**config.mk**
```make
export PLATFORM = sky130hd
export DESIGN_NAME = idle_req_unit
export DESIGN_NICKNAME = d
export VERILOG_FILES = /design/src/rtl/idle_req_pkg.sv /design/src/rtl/lvl_trap.sv /design/src/rtl/core_resolve.sv /design/src/rtl/idle_req_unit.sv
export SDC_FILE = /design/constraint.sdc
export NUM_CORES = 1
export LEC_CHECK = 0
export ABC_AREA = 1
export BUFFER_PORTS_ARGS = -buffer_cell sky130_fd_sc_hd__clkbuf_2
export CAP_MARGIN = 40
export CORE_AREA = 2 2 68 70
export DETAILED_ROUTE_END_ITERATION = 6
export DIE_AREA = 0 0 70 72
export PLACE_DENSITY_LB_ADDON = 0.25
export SYNTH_ARGS = -nofsm -noshare
export SYNTH_HDL_FRONTEND = slang
export SYNTH_SLANG_ARGS = --single-unit
```
**constraint.sdc**
```tcl
create_clock -name clk -period 2.9 [get_ports clk]
set_input_delay 0.145 -clock clk [delete_from_list [all_inputs] [get_ports clk]]
set_output_delay 0.145 -clock clk [all_outputs]
set_load 0.05 [all_outputs]
```
**src/rtl/idle_req_pkg.sv**
```systemverilog
package idle_req_pkg;

    localparam int CS_W = 3;

    typedef enum logic [CS_W-1:0] {
        CS_C0 = 3'd0,
        CS_C1 = 3'd1,
        CS_C3 = 3'd2,
        CS_C6 = 3'd3,
        CS_C7 = 3'd4
    } cstate_e;

    typedef struct packed {
        logic    valid;
        cstate_e state;
        logic    brk;
    } idle_req_t;

    // Codes past the deepest state are treated as the deepest state.
    function automatic cstate_e clamp_cs(logic [CS_W-1:0] c);
        return (c > 3'd4) ? CS_C7 : cstate_e'(c);
    endfunction

    // Level offset 2 -> C3, 3 -> C6, anything deeper -> C7.
    function automatic cstate_e lvl_map(logic is_two, logic is_three);
        if (is_two)   return CS_C3;
        if (is_three) return CS_C6;
        return CS_C7;
    endfunction

endpackage

```
**src/rtl/lvl_trap.sv**
```systemverilog
module lvl_trap
    import idle_req_pkg::*;
#(
    parameter int ADDR_W = 16,
    parameter int SUB_W  = 4
) (
    input  logic              clk,
    input  logic              rst,
    input  logic              io_rd,
    input  logic [ADDR_W-1:0] io_addr,
    input  logic [ADDR_W-1:0] lvl_base,
    input  logic [ADDR_W-1:0] lvl_limit,
    input  logic              redir_en,
    output logic              io_trap,
    output logic              io_pass,
    output logic              req_valid,
    output logic [CS_W-1:0]   req_state,
    output logic [SUB_W-1:0]  req_sub,
    output logic              req_brk
);

    localparam int DIFF_W = ADDR_W + 1;

    logic [DIFF_W-1:0] diff;
    logic [ADDR_W-1:0] offset;
    logic              below_base;
    logic              in_window;
    logic              mapped;
    logic              hit;
    idle_req_t         req_d;
    idle_req_t         req_q;

    // Extra bit catches addresses under the base instead of letting them wrap.
    assign diff       = {1'b0, io_addr} - {1'b0, lvl_base};
    assign below_base = diff[DIFF_W-1];
    assign offset     = diff[ADDR_W-1:0];
    assign in_window  = !below_base && (offset <= lvl_limit);
    assign mapped     = offset >= ADDR_W'(2);
    assign hit        = io_rd && redir_en && in_window && mapped;

    assign io_trap = hit;
    assign io_pass = io_rd && !hit;

    always_comb begin
        req_d.valid = hit;
        req_d.state = lvl_map(offset == ADDR_W'(2), offset == ADDR_W'(3));
        req_d.brk   = 1'b1;
    end

    always_ff @(posedge clk) begin
        if (rst) begin
            req_q <= '{valid: 1'b0, state: CS_C0, brk: 1'b0};
        end else begin
            req_q.valid <= req_d.valid;
            if (req_d.valid) begin
                req_q.state <= req_d.state;
                req_q.brk   <= req_d.brk;
            end
        end
    end

    assign req_valid = req_q.valid;
    assign req_state = req_q.state;
    assign req_sub   = '0;
    assign req_brk   = req_q.brk;

endmodule

```
**src/rtl/core_resolve.sv**
```systemverilog
module core_resolve
    import idle_req_pkg::*;
#(
    parameter int NTHREADS = 2
) (
    input  logic                     clk,
    input  logic                     rst,
    input  logic [NTHREADS*CS_W-1:0] thr_state,
    input  logic                     c1e_en,
    output logic [CS_W-1:0]          core_state,
    output logic                     core_c1e
);

    logic [CS_W-1:0] chain [NTHREADS+1];
    logic [CS_W-1:0] core_q;
    logic            c1e_q;

    assign chain[0] = CS_C7;

    for (genvar g = 0; g < NTHREADS; g++) begin : g_min
        logic [CS_W-1:0] cl;
        assign cl         = clamp_cs(thr_state[g*CS_W +: CS_W]);
        assign chain[g+1] = (cl < chain[g]) ? cl : chain[g];
    end

    always_ff @(posedge clk) begin
        if (rst) begin
            core_q <= CS_C0;
            c1e_q  <= 1'b0;
        end else begin
            core_q <= chain[NTHREADS];
            c1e_q  <= c1e_en && (chain[NTHREADS] == CS_C1);
        end
    end

    assign core_state = core_q;
    assign core_c1e   = c1e_q;

endmodule

```
**src/rtl/idle_req_unit.sv**
```systemverilog
module idle_req_unit
    import idle_req_pkg::*;
#(
    parameter int ADDR_W   = 16,
    parameter int SUB_W    = 4,
    parameter int NTHREADS = 2
) (
    input  logic                     clk,
    input  logic                     rst,
    input  logic                     io_rd,
    input  logic [ADDR_W-1:0]        io_addr,
    input  logic [ADDR_W-1:0]        lvl_base,
    input  logic [ADDR_W-1:0]        lvl_limit,
    input  logic                     redir_en,
    input  logic [NTHREADS*CS_W-1:0] thr_state,
    input  logic                     c1e_en,
    output logic                     io_trap,
    output logic                     io_pass,
    output logic                     req_valid,
    output logic [CS_W-1:0]          req_state,
    output logic [SUB_W-1:0]         req_sub,
    output logic                     req_brk,
    output logic [CS_W-1:0]          core_state,
    output logic                     core_c1e
);

    lvl_trap #(.ADDR_W(ADDR_W), .SUB_W(SUB_W)) u_trap (
        .clk       (clk),
        .rst       (rst),
        .io_rd     (io_rd),
        .io_addr   (io_addr),
        .lvl_base  (lvl_base),
        .lvl_limit (lvl_limit),
        .redir_en  (redir_en),
        .io_trap   (io_trap),
        .io_pass   (io_pass),
        .req_valid (req_valid),
        .req_state (req_state),
        .req_sub   (req_sub),
        .req_brk   (req_brk)
    );

    core_resolve #(.NTHREADS(NTHREADS)) u_res (
        .clk        (clk),
        .rst        (rst),
        .thr_state  (thr_state),
        .c1e_en     (c1e_en),
        .core_state (core_state),
        .core_c1e   (core_c1e)
    );

endmodule

```
==> results_tabular.tex, run 1 <==
\begin{tabular}{lr}
\hline
Metric & Value \\
\hline
\multicolumn{2}{l}{\textbf{Drt}} \\
\quad Via density & about 4.7 \\
\quad First-pass iteration count of the detailed router & 4 \\
\quad Violation count after the first detailed-routing iteration & 48 \\
\quad Sum of routed wire length over all layers & between 5000 and 6000 um \\
\quad Number of vias after detailed routing & about 2400 \\
\quad Average wire length per cell after detail routing & slightly below 10 um \\
\quad DRC violation count after routing & 0 \\
\quad Post-route antenna net violation count & 0 \\
\multicolumn{2}{l}{\textbf{Critical path}} \\
\quad Register-to-Register Path Depth & 2 \\
\quad Critical Path End Type & output port \\
\quad Arrival time at the worst endpoint & about 2.6 ns \\
\quad Critical path class & input port to output port \\
\quad Worst reg2reg setup slack & approximately 2.3 ns \\
\quad Crit Reg-Reg Startpoint & u\_trap.req\_brk \\
\quad Launching element of the worst setup path & io\_addr[0] \\
\quad Data required time at the worst endpoint & between 2 and 3 ns \\
\quad Critical path launch point type & input port \\
\quad Reg2reg end & u\_trap.req\_brk \\
\quad Capture point of the worst path & io\_pass \\
\quad Crit Path Max Fanout & 3 \\
\multicolumn{2}{l}{\textbf{Timing}} \\
\quad Post-layout worst setup margin & roughly 0.14 ns \\
\quad Number of slew-limit violations in the final report & 0 \\
\quad Final hold slack & 0.154 ns \\
\quad Maximum frequency from static timing analysis & approximately 360 MHz \\
\quad Worst Clk Skew & 0 ns \\
\quad RSZ-0062 raised after global routing & yes \\
\quad Final clock period utilization by the worst path & between 90\% and 100\% \\
\quad Final Hold Fails & 0 \\
\quad Final min period & approximately 2.8 ns \\
\quad Number of setup violations in the final report & 0 \\
\multicolumn{2}{l}{\textbf{Pwr}} \\
\quad Power density normalized to cell area & about 300 nW/um\^{}2 \\
\quad Static leakage & between 1.5 and 2 nW \\
\quad Total power & roughly 930 uW \\
\quad Maximum resistive drop on vdd & 0.000149 V \\
\multicolumn{2}{l}{\textbf{Finish}} \\
\quad Synth-to-layout area growth & 43.8\% \\
\quad Number of nets in the final layout & 559 \\
\quad Count of filler cells inserted in the layout & 363 \\
\quad Share of final-layout standard cells stronger than drive strength 1 & between 30\% and 40\% \\
\quad Antenna diode count & 0 \\
\quad Final instance count without filler cells & between 500 and 600 \\
\quad Area of combinational cells with multiple inputs & approximately 1900 um\^{}2 \\
\quad FF+latch area & around 180 um\^{}2 \\
\quad Final cell area excluding filler cells & between 3000 and 4000 um\^{}2 \\
\multicolumn{2}{l}{\textbf{Floorplan}} \\
\quad Die width & approximately 70 um \\
\quad Number of core rows & 24 \\
\quad Initial Utilization & about 50\% \\
\quad Floorplan die height & between 70 and 80 um \\
\quad Die outline area & 5040 um\^{}2 \\
\quad Io pins & 74 \\
\quad Placeable core region & approximately 4300 um\^{}2 \\
\multicolumn{2}{l}{\textbf{Placement}} \\
\quad Post-DP HPWL & between 4000 and 5000 um \\
\quad Placer's final routability congestion estimate & $\sim$0.9 \\
\quad Placed insts & 509 \\
\quad Worst Setup Slack post-DPL & -0.114 ns \\
\quad Instance area at placement & around 2600 um\^{}2 \\
\quad \# port buffers & 69 \\
\multicolumn{2}{l}{\textbf{Clock network}} \\
\quad Clock-pin slew reported for the worst setup and hold paths after clock tree synthesis & 0.04 ns \\
\quad Number of clock sinks & 9 \\
\quad Buffers from clock root to sink, at most & 2 \\
\quad Number of levels in the clock H-tree & 1 \\
\quad Number of buffers created by CTS & 3 \\
\quad Clk Latency, worst-skew pair & 0.23 ns \\
\quad Number of buffers added to fix hold violations after cts & 0 \\
\quad Root Buffer Master & sky130\_fd\_sc\_hd\_\_clkbuf\_8 \\
\quad CTS tree & done \\
\multicolumn{2}{l}{\textbf{Global routing}} \\
\quad Grt total ovfl & 0 \\
\quad Antenna violations before repair & 0 \\
\quad Vias in the first global route & between 2000 and 2500 \\
\quad Overall global routing resource usage & 18.9\% \\
\quad First-pass GRT wire length & 8160 um \\
\quad Maximum number of pins on one net before global-route repair & 9 \\
\multicolumn{2}{l}{\textbf{Flow run}} \\
\quad Max Cap Viol & 0 \\
\multicolumn{2}{l}{\textbf{Synth}} \\
\quad Fraction of the yosys area taken by sequential cells & approximately 8.4\% \\
\quad Syn\_area\_per\_cell & about 5.7 um\^{}2 \\
\quad Number of warnings printed during yosys synthesis & 0 \\
\quad Post-synthesis instance total & 379 \\
\quad Number of register bits inferred by synthesis & 9 \\
\quad Library cells used by synthesis & 28 \\
\quad Post-synthesis instance area & 2150 um\^{}2 \\
\multicolumn{2}{l}{\textbf{Min path}} \\
\quad Hold/Removal Path Class & input port to flop \\
\quad Hold path startpoint & c1e\_en \\
\multicolumn{2}{l}{\textbf{Outcome}} \\
\quad Result of the run & finished, final reports clean \\
\hline
\end{tabular}
[per-layer routing]
metal,up-vias,global-route usage (%),part of all wire (%)
li1,1311,-,-
met1,1039,23.3,42
met2,64,36.0,52
met3,10,1.39,4.1
met4,0,4.49,1.6
met5,-,0,0
[logic make-up (layout without fill, tap and decap cells)]
logic type,after synthesis,in the layout,synth area share [%]
simple gates,194,194,41.8
buf+inv,108,190,19.9
fa+ha+maj,35,35,20.7
compound gates,28,28,6.99
flops,9,9,8.39
xor+xnor,4,4,1.98
other cells,1,4,0.175
[worst min-delay path by stage]
stage | slack (ns) | end | depth (start not counted)
final | 0.15 | u_res.core_c1e | 3
after global routing | 0.18 | u_res.core_c1e | 3
after CTS | 0.16 | u_res.core_c1e | 3
after detailed placement | 0.40 | u_res.core_c1e | 3
after global placement | 0.39 | u_res.core_c1e | 3
after floorplan | 0.29 | u_res.core_c1e | 2
[worst max-delay path, cell delays in order]
cell and delay (ns):
sky130_fd_sc_hd__buf_6 0.07, sky130_fd_sc_hd__inv_4 0.03, sky130_fd_sc_hd__ha_4 0.16, sky130_fd_sc_hd__fa_2 0.37
sky130_fd_sc_hd__inv_2 0.09, sky130_fd_sc_hd__buf_4 0.11, sky130_fd_sc_hd__nand3_1 0.11, sky130_fd_sc_hd__nand3_1 0.11
sky130_fd_sc_hd__nand2_1 0.05, sky130_fd_sc_hd__nand2_1 0.08, sky130_fd_sc_hd__inv_1 0.05, sky130_fd_sc_hd__ha_1 0.26
sky130_fd_sc_hd__nand2_1 0.07, sky130_fd_sc_hd__o21ai_0 0.22, sky130_fd_sc_hd__a21oi_2 0.07, sky130_fd_sc_hd__nand2_1 0.06
sky130_fd_sc_hd__nand2_1 0.06, sky130_fd_sc_hd__nand2_2 0.08, sky130_fd_sc_hd__nor2_4 0.04, sky130_fd_sc_hd__nand2_2 0.08
sky130_fd_sc_hd__inv_4 0.05, sky130_fd_sc_hd__nor2_4 0.11, sky130_fd_sc_hd__buf_8 0.15
[per-stage QoR]
step	utilization, %	TNS, ns
2_1_floorplan	-	0
3_3_place_gp	61.5	-0.0806
3_5_place_dp	61.5	-0.253
4_1_cts	63.1	0
5_1_grt	72.4	-0.106
6_report	72.4	0
[cell type report]
type	instances	area share (%)
Timing Repair Buffer	84	16.0
Multi-Input combinational cell	265	62.1
Sequential cell	9	5.84
Clock buffer	4	1.46
Tap cell	52	2.11
Inverter	102	12.6
[repair_timing]
action                     in CTS  in global routing
gates resized for setup         5                 77
buffers inserted                0                  3
setup endpoints to repair       2                  6
pin swaps                       0                 20
[cell usage after synthesis, drive strengths merged]
master  number  area share, %
conb         1           0.17
xor2         3            1.6
buf          6            2.1
nor3         6            1.9
and2         3           0.87
nor2        30            7.0
a21oi       22            5.5
o211ai       1           0.35
nand3b       2           0.70
ha          34             20
nand4        7            2.0
nand3       21            6.3
o21ai        5            1.2
nand2      125             23
xnor2        1           0.41
fa           1           0.93
dfxtp        9            8.4
inv        102             18
[power by group]
part | switching, mW | internal [mW] | total [mW]
Clock | 0.0490 | 0.0957 | 0.145
Combinational | 0.378 | 0.273 | 0.651
Sequential | 0.00312 | 0.133 | 0.136
Total | 0.430 | 0.502 | 0.932
[layout by cell type (no fill, tap or decap), types with 7 or more instances in the layout]
cell type	count
sky130_fd_sc_hd__nand3_2	8
sky130_fd_sc_hd__clkbuf_2	65
sky130_fd_sc_hd__nand2_2	23
sky130_fd_sc_hd__nor2_2	7
sky130_fd_sc_hd__a21oi_2	8
sky130_fd_sc_hd__dfxtp_1	9
sky130_fd_sc_hd__ha_4	18
sky130_fd_sc_hd__nand3_1	12
sky130_fd_sc_hd__inv_1	91
sky130_fd_sc_hd__nor2_1	17
sky130_fd_sc_hd__nand4_1	7
sky130_fd_sc_hd__buf_4	14
sky130_fd_sc_hd__inv_2	9
sky130_fd_sc_hd__a21oi_1	14
sky130_fd_sc_hd__nand2_1	98
sky130_fd_sc_hd__ha_1	16
[flip-flops by register name, summed over array words and instances, names as in the netlist]
name              flops
u_trap.req_state      3
u_res.core_c1e        1
u_trap.req_brk        1
u_trap.req_valid      1
u_res.core_state      3
No activity file was read; power rests on OpenSTA's default activity.
==> run 2, diff against run 1 <==
--- a/config.mk
+++ b/config.mk
@@ -8,9 +8,9 @@
 export ABC_AREA = 1
 export BUFFER_PORTS_ARGS = -buffer_cell sky130_fd_sc_hd__clkbuf_2
 export CAP_MARGIN = 40
-export CORE_AREA = 2 2 68 70
+export CORE_AREA = 2 2 71 66
 export DETAILED_ROUTE_END_ITERATION = 6
-export DIE_AREA = 0 0 70 72
+export DIE_AREA = 0 0 73 68
 export PLACE_DENSITY_LB_ADDON = 0.25
 export SYNTH_ARGS = -nofsm -noshare
 export SYNTH_HDL_FRONTEND = slang
==> results_tabular.tex, run 2 (synthesized netlist as in run 1, its figures left out) <==
\begin{tabular}{lr}
\hline
Metric & Value \\
\hline
\multicolumn{2}{l}{\textbf{Timing}} \\
\quad Final min period & 2.74 ns (-0.0183 ns) \\
\quad Number of slew-limit violations in the final report & 0 (unchanged) \\
\quad Worst Clk Skew & 0 ns (unchanged) \\
\quad Final Hold Fails & 0 (unchanged) \\
\quad Final clock period utilization by the worst path & 94.5\% (-0.63 points) \\
\quad Number of setup violations in the final report & 0 (unchanged) \\
\quad RSZ-0062 raised after global routing & yes \\
\quad Maximum frequency from static timing analysis & 365 MHz (+0.67\%) \\
\quad Post-layout worst setup margin & 0.159 ns (+0.0183 ns) \\
\multicolumn{2}{l}{\textbf{Critical path}} \\
\quad Crit Path Max Fanout & 4 (+1) \\
\quad Crit Reg-Reg Startpoint & u\_trap.req\_state[2] \\
\quad Critical path class & input port to output port \\
\quad Arrival time at the worst endpoint & 2.60 ns (about the same) \\
\quad Data required time at the worst endpoint & 2.76 ns (about the same) \\
\quad Launching element of the worst setup path & io\_addr[0] \\
\quad Critical path launch point type & input port \\
\quad Register-to-Register Path Depth & 2 (unchanged) \\
\quad Critical Path End Type & output port \\
\multicolumn{2}{l}{\textbf{Flow run}} \\
\quad Max Cap Viol & 0 (unchanged) \\
\multicolumn{2}{l}{\textbf{Finish}} \\
\quad Final cell area excluding filler cells & 3100 um\^{}2 (+0.36\%) \\
\quad Share of final-layout standard cells stronger than drive strength 1 & 37.9\% (-0.46 points) \\
\quad Count of filler cells inserted in the layout & 372 (+2.5\%) \\
\quad Number of nets in the final layout & 562 (+0.54\%) \\
\quad Highest-count cells in the layout ignoring fill and taps & 102 x sky130\_fd\_sc\_hd\_\_nand2\_1, 92 x sky130\_fd\_sc\_hd\_\_inv\_1, 65 x sky130\_fd\_sc\_hd\_\_clkbuf\_2, 22 x sky130\_fd\_sc\_hd\_\_nand2\_2, 19 x sky130\_fd\_sc\_hd\_\_ha\_4 \\
\quad Most common cell after layout, fill and taps aside & sky130\_fd\_sc\_hd\_\_nand2\_1 \\
\quad Synth-to-layout area growth & 44.3\% \\
\quad Antenna diode count & 0 (unchanged) \\
\multicolumn{2}{l}{\textbf{Drt}} \\
\quad Violation count after the first detailed-routing iteration & 38 (-21\%) \\
\quad Via density & 4.57 (-2.7\%) \\
\quad Sum of routed wire length over all layers & 5060 um (-0.71\%) \\
\quad Number of vias after detailed routing & 2363 (-2.5\%) \\
\quad Average wire length per cell after detail routing & 9.79 um (-0.90\%) \\
\quad DRC violation count after routing & 0 (unchanged) \\
\quad First-pass iteration count of the detailed router & 4 (unchanged) \\
\quad Post-route antenna net violation count & 0 (unchanged) \\
\multicolumn{2}{l}{\textbf{Floorplan}} \\
\quad Placeable core region & 4290 um\^{}2 (+0.56\%) \\
\quad Die width & 73 um (+4.3\%) \\
\quad Number of core rows & 23 (-4.2\%) \\
\quad Die outline area & 4960 um\^{}2 (-1.5\%) \\
\quad Floorplan die height & 68 um (-5.6\%) \\
\quad Io pins & 74 (unchanged) \\
\quad Initial Utilization & 50.1\% (-0.28 points) \\
\multicolumn{2}{l}{\textbf{Outcome}} \\
\quad Result of the run & finished, final reports clean \\
\multicolumn{2}{l}{\textbf{Clock network}} \\
\quad Number of clock sinks & 9 (unchanged) \\
\quad Clk Latency, worst-skew pair & 0.23 ns (about the same) \\
\quad Buffers from clock root to sink, at most & 2 (unchanged) \\
\quad Clock-pin slew reported for the worst setup and hold paths after clock tree synthesis & 0.04 ns (about the same) \\
\quad Number of levels in the clock H-tree & 1 (unchanged) \\
\quad Root Buffer Master & sky130\_fd\_sc\_hd\_\_clkbuf\_8 \\
\quad Number of buffers added to fix hold violations after cts & 0 (unchanged) \\
\quad CTS tree & done \\
\quad Number of buffers created by CTS & 3 (unchanged) \\
\multicolumn{2}{l}{\textbf{Placement}} \\
\quad \# port buffers & 69 (unchanged) \\
\quad Post-DP HPWL & 4120 um (+0.69\%) \\
\quad Worst Setup Slack post-DPL & -0.170 ns (-0.0552 ns) \\
\quad Instance area at placement & 2630 um\^{}2 (+0.48\%) \\
\quad Placer's final routability congestion estimate & 0.826 (-7.2\%) \\
\multicolumn{2}{l}{\textbf{Pwr}} \\
\quad Total power & 931 uW (about the same) \\
\quad Static leakage & 1.82 nW (+0.34\%) \\
\quad Maximum resistive drop on vdd & 0.000159 V (+6.7\%) \\
\quad Power density normalized to cell area & 301 nW/um\^{}2 (-0.41\%) \\
\multicolumn{2}{l}{\textbf{Global routing}} \\
\quad Vias in the first global route & 2032 (-4.7\%) \\
\quad Grt total ovfl & 0 (unchanged) \\
\quad Antenna violations before repair & 0 (unchanged) \\
\quad Maximum number of pins on one net before global-route repair & 9 (unchanged) \\
\quad First-pass GRT wire length & 7910 um (-3.0\%) \\
\quad Overall global routing resource usage & 19.4\% (+0.51 points) \\
\multicolumn{2}{l}{\textbf{Min path}} \\
\quad Hold/Removal Path Class & input port to flop \\
\quad Hold path startpoint & c1e\_en \\
\quad Count of cells along the worst hold path & 3 (unchanged) \\
\hline
\end{tabular}
==> run 2: routing by layer <==
layer | global-route usage, % | part of all wire (%) | wire length [um] | up-vias
met3 | 1.03 | 2.9 | 145 | 2
li1 | - | - | - | 1314
met5 | 0 | 0 | 0 | -
met1 | 23.3 | 45 | 2300 | 994
met4 | 4.17 | 0.16 | 8 | 0
met2 | 38.0 | 51 | 2600 | 53
==> run 2: through the flow <==
step | TNS, ns | hold slack, ns | utilization, % | std cells
6_report | 0 | 0.159 | 72.2 | 517
5_1_grt | -0.0597 | 0.171 | 72.2 | 517
4_1_cts | 0 | 0.156 | 63.1 | 513
3_5_place_dp | -0.413 | 0.391 | 61.4 | 509
3_3_place_gp | -0.131 | 0.388 | 61.4 | 509
2_1_floorplan | 0 | 0.289 | - | 382
==> run 2: area by class of cell <==
cell class / instances / area, um^2 / area share, %
Multi-Input combinational cell: 265 / 1910 / 61.6
Timing Repair Buffer: 87 / 517 / 16.7
Inverter: 102 / 385 / 12.4
Sequential cell: 9 / 180 / 5.82
Tap cell: 50 / 62.6 / 2.02
Clock buffer: 4 / 45.0 / 1.45
==> run 2: path summary, 6_finish.rpt <==
check | end | slack, ns
max | io_pass | 0.16
min | u_res.core_c1e | 0.16
max reg2reg | u_trap.req_state[2] | 2.31
min reg2reg | u_trap.req_brk | 0.48
==> run 2: where the power goes <==
part	total, mW	internal (mW)	switching [mW]	leakage, nW
logic	0.650	0.276	0.374	1.72
clock network	0.145	0.0957	0.0491	0.0228
registers	0.136	0.133	0.00329	0.0736
==> run 2: what timing repair did <==
| item | 4_1_cts | 5_1_grt |
|---|---|---|
| setup buffers | 0 | 4 |
| setup endpoints to repair | 2 | 5 |
| resized for setup | 7 | 67 |
| pin swaps | 2 | 22 |
==> run 2: worst max-delay path, stage by stage <==
cell	delay, ns
sky130_fd_sc_hd__buf_6	0.07
sky130_fd_sc_hd__inv_2	0.03
sky130_fd_sc_hd__ha_4	0.16
sky130_fd_sc_hd__fa_2	0.37
sky130_fd_sc_hd__inv_2	0.09
sky130_fd_sc_hd__nand2_2	0.07
sky130_fd_sc_hd__nand3_4	0.08
sky130_fd_sc_hd__xor2_2	0.17
sky130_fd_sc_hd__inv_1	0.06
sky130_fd_sc_hd__ha_1	0.29
sky130_fd_sc_hd__nand2_1	0.07
sky130_fd_sc_hd__nor2_1	0.05
sky130_fd_sc_hd__nor3_1	0.15
sky130_fd_sc_hd__nand2_1	0.08
sky130_fd_sc_hd__nand2_1	0.07
sky130_fd_sc_hd__nand2_1	0.04
sky130_fd_sc_hd__nand2_1	0.07
sky130_fd_sc_hd__nand2_2	0.06
sky130_fd_sc_hd__nor2_4	0.11
sky130_fd_sc_hd__nand2_2	0.08
sky130_fd_sc_hd__inv_4	0.09
sky130_fd_sc_hd__nor2_4	0.04
sky130_fd_sc_hd__buf_8	0.14
==> run 3, diff against run 2 <==
--- a/config.mk
+++ b/config.mk
@@ -5,13 +5,14 @@
 export SDC_FILE = /design/constraint.sdc
 export NUM_CORES = 1
 export LEC_CHECK = 0
-export ABC_AREA = 1
+export ABC_AREA = 0
 export BUFFER_PORTS_ARGS = -buffer_cell sky130_fd_sc_hd__clkbuf_2
 export CAP_MARGIN = 40
-export CORE_AREA = 2 2 71 66
+export CORE_AREA = 2 2 69 65
 export DETAILED_ROUTE_END_ITERATION = 6
-export DIE_AREA = 0 0 73 68
+export DIE_AREA = 0 0 71 67
 export PLACE_DENSITY_LB_ADDON = 0.25
+export RECOVER_POWER = 100
 export SYNTH_ARGS = -nofsm -noshare
 export SYNTH_HDL_FRONTEND = slang
 export SYNTH_SLANG_ARGS = --single-unit
==> constraint.sdc (replaced) <==
create_clock -name clk -period 2.7 [get_ports clk]
set_input_delay 0.135 -clock clk [delete_from_list [all_inputs] [get_ports clk]]
set_output_delay 0.135 -clock clk [all_outputs]
set_load 0.05 [all_outputs]
==> results_tabular.tex, run 3 <==
\begin{tabular}{lr}
\hline
Metric & Value \\
\hline
\multicolumn{2}{l}{\textbf{Synth}} \\
\quad Number of register bits inferred by synthesis & 9 (unchanged) \\
\quad Most area-consuming cells after synthesis & sky130\_fd\_sc\_hd\_\_ha\_1 21\%, sky130\_fd\_sc\_hd\_\_dfxtp\_1 9.0\%, sky130\_fd\_sc\_hd\_\_inv\_1 7.5\%, sky130\_fd\_sc\_hd\_\_a21oi\_1 4.5\%, sky130\_fd\_sc\_hd\_\_a21o\_1 4.1\% \\
\quad Number of warnings printed during yosys synthesis & 0 (unchanged) \\
\quad Fraction of post-synthesis cell area in the top cell type by area & 21.3\% (+1.2 points) \\
\quad Synth Area in Simple Gates & 23.2\% (-19 points) \\
\quad Share of the synthesized netlist area taken by xor and xnor gates & 3.51\% (+1.5 points) \\
\quad Cell types with the highest counts after synthesis & 40 x sky130\_fd\_sc\_hd\_\_inv\_1, 34 x sky130\_fd\_sc\_hd\_\_ha\_1, 21 x sky130\_fd\_sc\_hd\_\_nor2\_1 \\
\quad Number of enable flip-flop cells after synthesis & 0 (unchanged) \\
\quad Fraction of registers with async set/reset & 0\% (unchanged) \\
\quad Mux contribution to synthesized area & 0.502\% (+0.50 points) \\
\quad Syn\_area\_per\_cell & 7.31 um\^{}2 (+29\%) \\
\quad Fraction of the yosys area taken by sequential cells & 9.03\% (+0.64 points) \\
\quad Most used DFF post-synth & sky130\_fd\_sc\_hd\_\_dfxtp\_1 \\
\quad Adder-Cell Fraction of Synth Area & 22.3\% (+1.6 points) \\
\quad Most used standard cell by instance count after synthesis & sky130\_fd\_sc\_hd\_\_inv\_1 \\
\quad Post-synthesis cell type with the largest combined area & sky130\_fd\_sc\_hd\_\_ha\_1 \\
\quad Library cells used by synthesis & 60 (+110\%) \\
\quad Post-synthesis instance area & 2000 um\^{}2 (-7.1\%) \\
\quad Combinational family with the most area after synthesis & compound AO/OA/AOI/OAI gates \\
\quad Compound-Gate Fraction of Synth Area & 30.5\% (+23 points) \\
\quad Post-synthesis instance total & 273 (-28\%) \\
\multicolumn{2}{l}{\textbf{Outcome}} \\
\quad Violations in the final reports & setup timing \\
\quad Result of the run & complete, but fails checks \\
\multicolumn{2}{l}{\textbf{Finish}} \\
\quad Final cell area excluding filler cells & 3150 um\^{}2 (+1.8\%) \\
\quad Most common cell after layout, fill and taps aside & sky130\_fd\_sc\_hd\_\_buf\_4 \\
\quad Antenna diode count & 0 (unchanged) \\
\quad Synth-to-layout area growth & 58.0\% \\
\quad Highest-count cells in the layout ignoring fill and taps & 72 x sky130\_fd\_sc\_hd\_\_buf\_4, 57 x sky130\_fd\_sc\_hd\_\_clkbuf\_2, 36 x sky130\_fd\_sc\_hd\_\_inv\_1, 26 x sky130\_fd\_sc\_hd\_\_ha\_1, 19 x sky130\_fd\_sc\_hd\_\_nor2\_1 \\
\quad Share of final-layout standard cells stronger than drive strength 1 & 42.8\% (+4.9 points) \\
\quad Final instance count without filler cells & 459 (-11\%) \\
\quad Number of nets in the final layout & 506 (-10\%) \\
\multicolumn{2}{l}{\textbf{Floorplan}} \\
\quad Io pins & 74 (unchanged) \\
\quad Placeable core region & 3990 um\^{}2 (-6.9\%) \\
\quad Die width & 71 um (-2.7\%) \\
\quad Initial Utilization & 50.0\% (-0.073 points) \\
\quad Floorplan die height & 67 um (-1.5\%) \\
\quad Number of core rows & 22 (-4.3\%) \\
\quad Die outline area & 4760 um\^{}2 (-4.2\%) \\
\multicolumn{2}{l}{\textbf{Timing}} \\
\quad Slew margin rel. & 57.4\% \\
\quad Maximum frequency from static timing analysis & between 200 and 300 MHz \\
\quad Worst Clk Skew & 0 ns (unchanged) \\
\quad Number of slew-limit violations in the final report & 0 (unchanged) \\
\quad Final Hold Fails & 0 (unchanged) \\
\quad Post-layout worst setup margin & -0.817 ns (-0.976 ns) \\
\quad Final clock period utilization by the worst path & 130\% \\
\quad Number of setup violations in the final report & 7 (+7) \\
\quad Transition at the pin with the smallest max-transition slack & about 0.64 ns \\
\quad RSZ-0062 raised after global routing & yes \\
\quad Final min period & 3.52 ns \\
\multicolumn{2}{l}{\textbf{Critical path}} \\
\quad Data required time at the worst endpoint & 2.57 ns (-0.19 ns) \\
\quad Worst-path cell with the longest stage delay & sky130\_fd\_sc\_hd\_\_a211o\_1 \\
\quad Critical path class & input port to output port \\
\quad Crit Path Max Fanout & 4 (unchanged) \\
\quad Arrival time at the worst endpoint & 3.38 ns (+0.78 ns) \\
\quad Critical path launch point type & input port \\
\quad Cell-by-cell listing of the critical path & clkbuf\_2 > inv\_2 > ha\_4 > fa\_2 > nor2b\_2 > o31a\_1 > o31a\_1 > o41ai\_2 > xnor2\_1 > ha\_2 > a21o\_1 > a21o\_1 > a211o\_1 > a211oi\_2 > a31oi\_2 > nor2\_2 > o41ai\_4 > and2\_4 > buf\_8 \\
\quad Launching element of the worst setup path & io\_addr[0] \\
\quad Worst path max stage delay & 0.31 ns (-0.06 ns) \\
\quad Crit Reg-Reg Startpoint & u\_trap.req\_state[0] \\
\quad Critical Path End Type & output port \\
\multicolumn{2}{l}{\textbf{Drt}} \\
\quad First-pass iteration count of the detailed router & 4 (unchanged) \\
\quad Violation count after the first detailed-routing iteration & 131 (+240\%) \\
\quad Number of vias after detailed routing & 2478 (+4.9\%) \\
\quad Sum of routed wire length over all layers & 5740 um (+13\%) \\
\quad DRC violation count after routing & 0 (unchanged) \\
\quad Via density & 5.40 (+18\%) \\
\quad Post-route antenna net violation count & 0 (unchanged) \\
\quad Average wire length per cell after detail routing & 12.5 um (+28\%) \\
\multicolumn{2}{l}{\textbf{Pwr}} \\
\quad Maximum resistive drop on vdd & 0.000195 V (+23\%) \\
\quad Proportion of power drawn by combinational gates & 72.0\% (+2.2 points) \\
\quad Sequential share of power & 13.3\% (-1.3 points) \\
\quad Power density normalized to cell area & 349 nW/um\^{}2 (+16\%) \\
\quad Share of power burned in the clock network & 14.7\% (-0.9 points) \\
\quad Switching power & 459 uW (+7.5\%) \\
\quad Design internal power & 641 uW (+27\%) \\
\quad Sw Ratio & 41.7\% (-4.1 points) \\
\quad Static leakage & 1.62 nW (-11\%) \\
\multicolumn{2}{l}{\textbf{Clock network}} \\
\quad Clock-pin slew reported for the worst setup and hold paths after clock tree synthesis & 0.04 ns (about the same) \\
\quad Number of levels in the clock H-tree & 1 (unchanged) \\
\quad Number of buffers created by CTS & 3 (unchanged) \\
\quad Buffers from clock root to sink, at most & 2 (unchanged) \\
\quad Root Buffer Master & sky130\_fd\_sc\_hd\_\_clkbuf\_8 \\
\quad Number of buffers added to fix hold violations after cts & 0 (unchanged) \\
\quad Clk Latency, worst-skew pair & 0.24 ns (about the same) \\
\quad CTS tree & done \\
\quad Number of clock sinks & 9 (unchanged) \\
\multicolumn{2}{l}{\textbf{Placement}} \\
\quad Instance area at placement & 2980 um\^{}2 (+13\%) \\
\quad Worst Setup Slack post-DPL & -0.951 ns (-0.781 ns) \\
\quad Post-DP HPWL & 4680 um (+14\%) \\
\quad Placed insts & 451 (-11\%) \\
\quad Placer's final routability congestion estimate & 0.859 (+3.9\%) \\
\quad \# port buffers & 69 (unchanged) \\
\multicolumn{2}{l}{\textbf{Flow run}} \\
\quad Max Cap Viol & 0 (unchanged) \\
\multicolumn{2}{l}{\textbf{Min path}} \\
\quad Hold path startpoint & c1e\_en \\
\quad Hold/Removal Path Class & input port to flop \\
\multicolumn{2}{l}{\textbf{Global routing}} \\
\quad Maximum number of pins on one net before global-route repair & 11 (+2) \\
\quad Antenna violations before repair & 0 (unchanged) \\
\quad First-pass GRT wire length & 9110 um (+15\%) \\
\quad Grt total ovfl & 0 (unchanged) \\
\quad Overall global routing resource usage & 23.6\% (+4.1 points) \\
\quad Vias in the first global route & 2257 (+11\%) \\
\hline
\end{tabular}
==> run 3: cell types whose count changed in the layout (fill, tap and decap cells not counted), moves of 12 or more <==
cell,delta
sky130_fd_sc_hd__inv_1,-56
sky130_fd_sc_hd__nand2_2,-22
sky130_fd_sc_hd__ha_4,-12
sky130_fd_sc_hd__buf_4,+55
sky130_fd_sc_hd__nand2_1,-90
==> run 3: per-stage QoR <==
step | hold slack (ns) | power (mW) | TNS (ns) | utilization (%)
CTS | 0.147 | 1.07 | -3.83 | 77.1
detailed placement | 0.393 | 0.887 | -5.46 | 74.7
global placement | 0.391 | 0.864 | -4.84 | 74.7
floorplan | 0.284 | 0.601 | -3.96 | -
finish | 0.165 | 1.10 | -3.57 | 79.0
global route | 0.175 | 1.18 | -4.61 | 79.0
==> run 3: repair_timing <==
item,in CTS,in global routing
setup buffers,1,5
endpoints found under the setup margin,7,7
resized for setup,10,13
pin swaps,4,8
==> run 3: cell type report <==
cell class                      instances  area (um^2)
Multi-Input combinational cell        217         1800
Sequential cell                         9          180
Clock buffer                            4         45.0
Inverter                               40          163
Fill cell                             300          838
Tap cell                               48         60.1
Timing Repair Buffer                  141          903
==> run 3: power groups by stage <==
stage	combinational, mW	clock, mW	sequential (mW)
2_1_floorplan	0.424	0	0.177
4_1_cts	0.758	0.164	0.145
3_3_place_gp	0.717	0	0.147
6_report	0.792	0.162	0.146
5_1_grt	0.865	0.171	0.147
3_5_place_dp	0.740	0	0.147
==> run 3: critical path, delay by kind of cell <==
kind	cells	cell delay [ns]
XOR/XNOR	1	0.15
AO/OA/AOI/OAI	9	1.91
adder cells (fa/ha/maj)	3	0.52
buffers and inverters	3	0.29
AND/OR/NAND/NOR	3	0.38
==> run 3: kinds of logic after synthesis <==
| group | Yosys count |
|---|---|
| compound gates | 85 |
| xor+xnor | 8 |
| fa+ha+maj | 35 |
| buf+inv | 50 |
| flops | 9 |
| mux | 1 |
| other cells | 1 |
| simple gates | 84 |
==> run 3: routing by layer <==
metal	vias to the layer above	track usage [%]	wire length [um]
met3	10	1.36	253
met4	0	6.84	72
met2	78	44.5	2820
met1	1131	28.7	2600
met5	-	0	0
li1	1259	-	-
==> run 3: worst paths after layout <==
path	endpoint	slack, ns	cells after the start
worst min register to register	u_trap.req_state[2]	0.49	2
worst min-delay path	u_res.core_c1e	0.16	2
worst max register to register	u_trap.req_state[0]	1.87	4
worst max-delay path	io_pass	-0.82	19
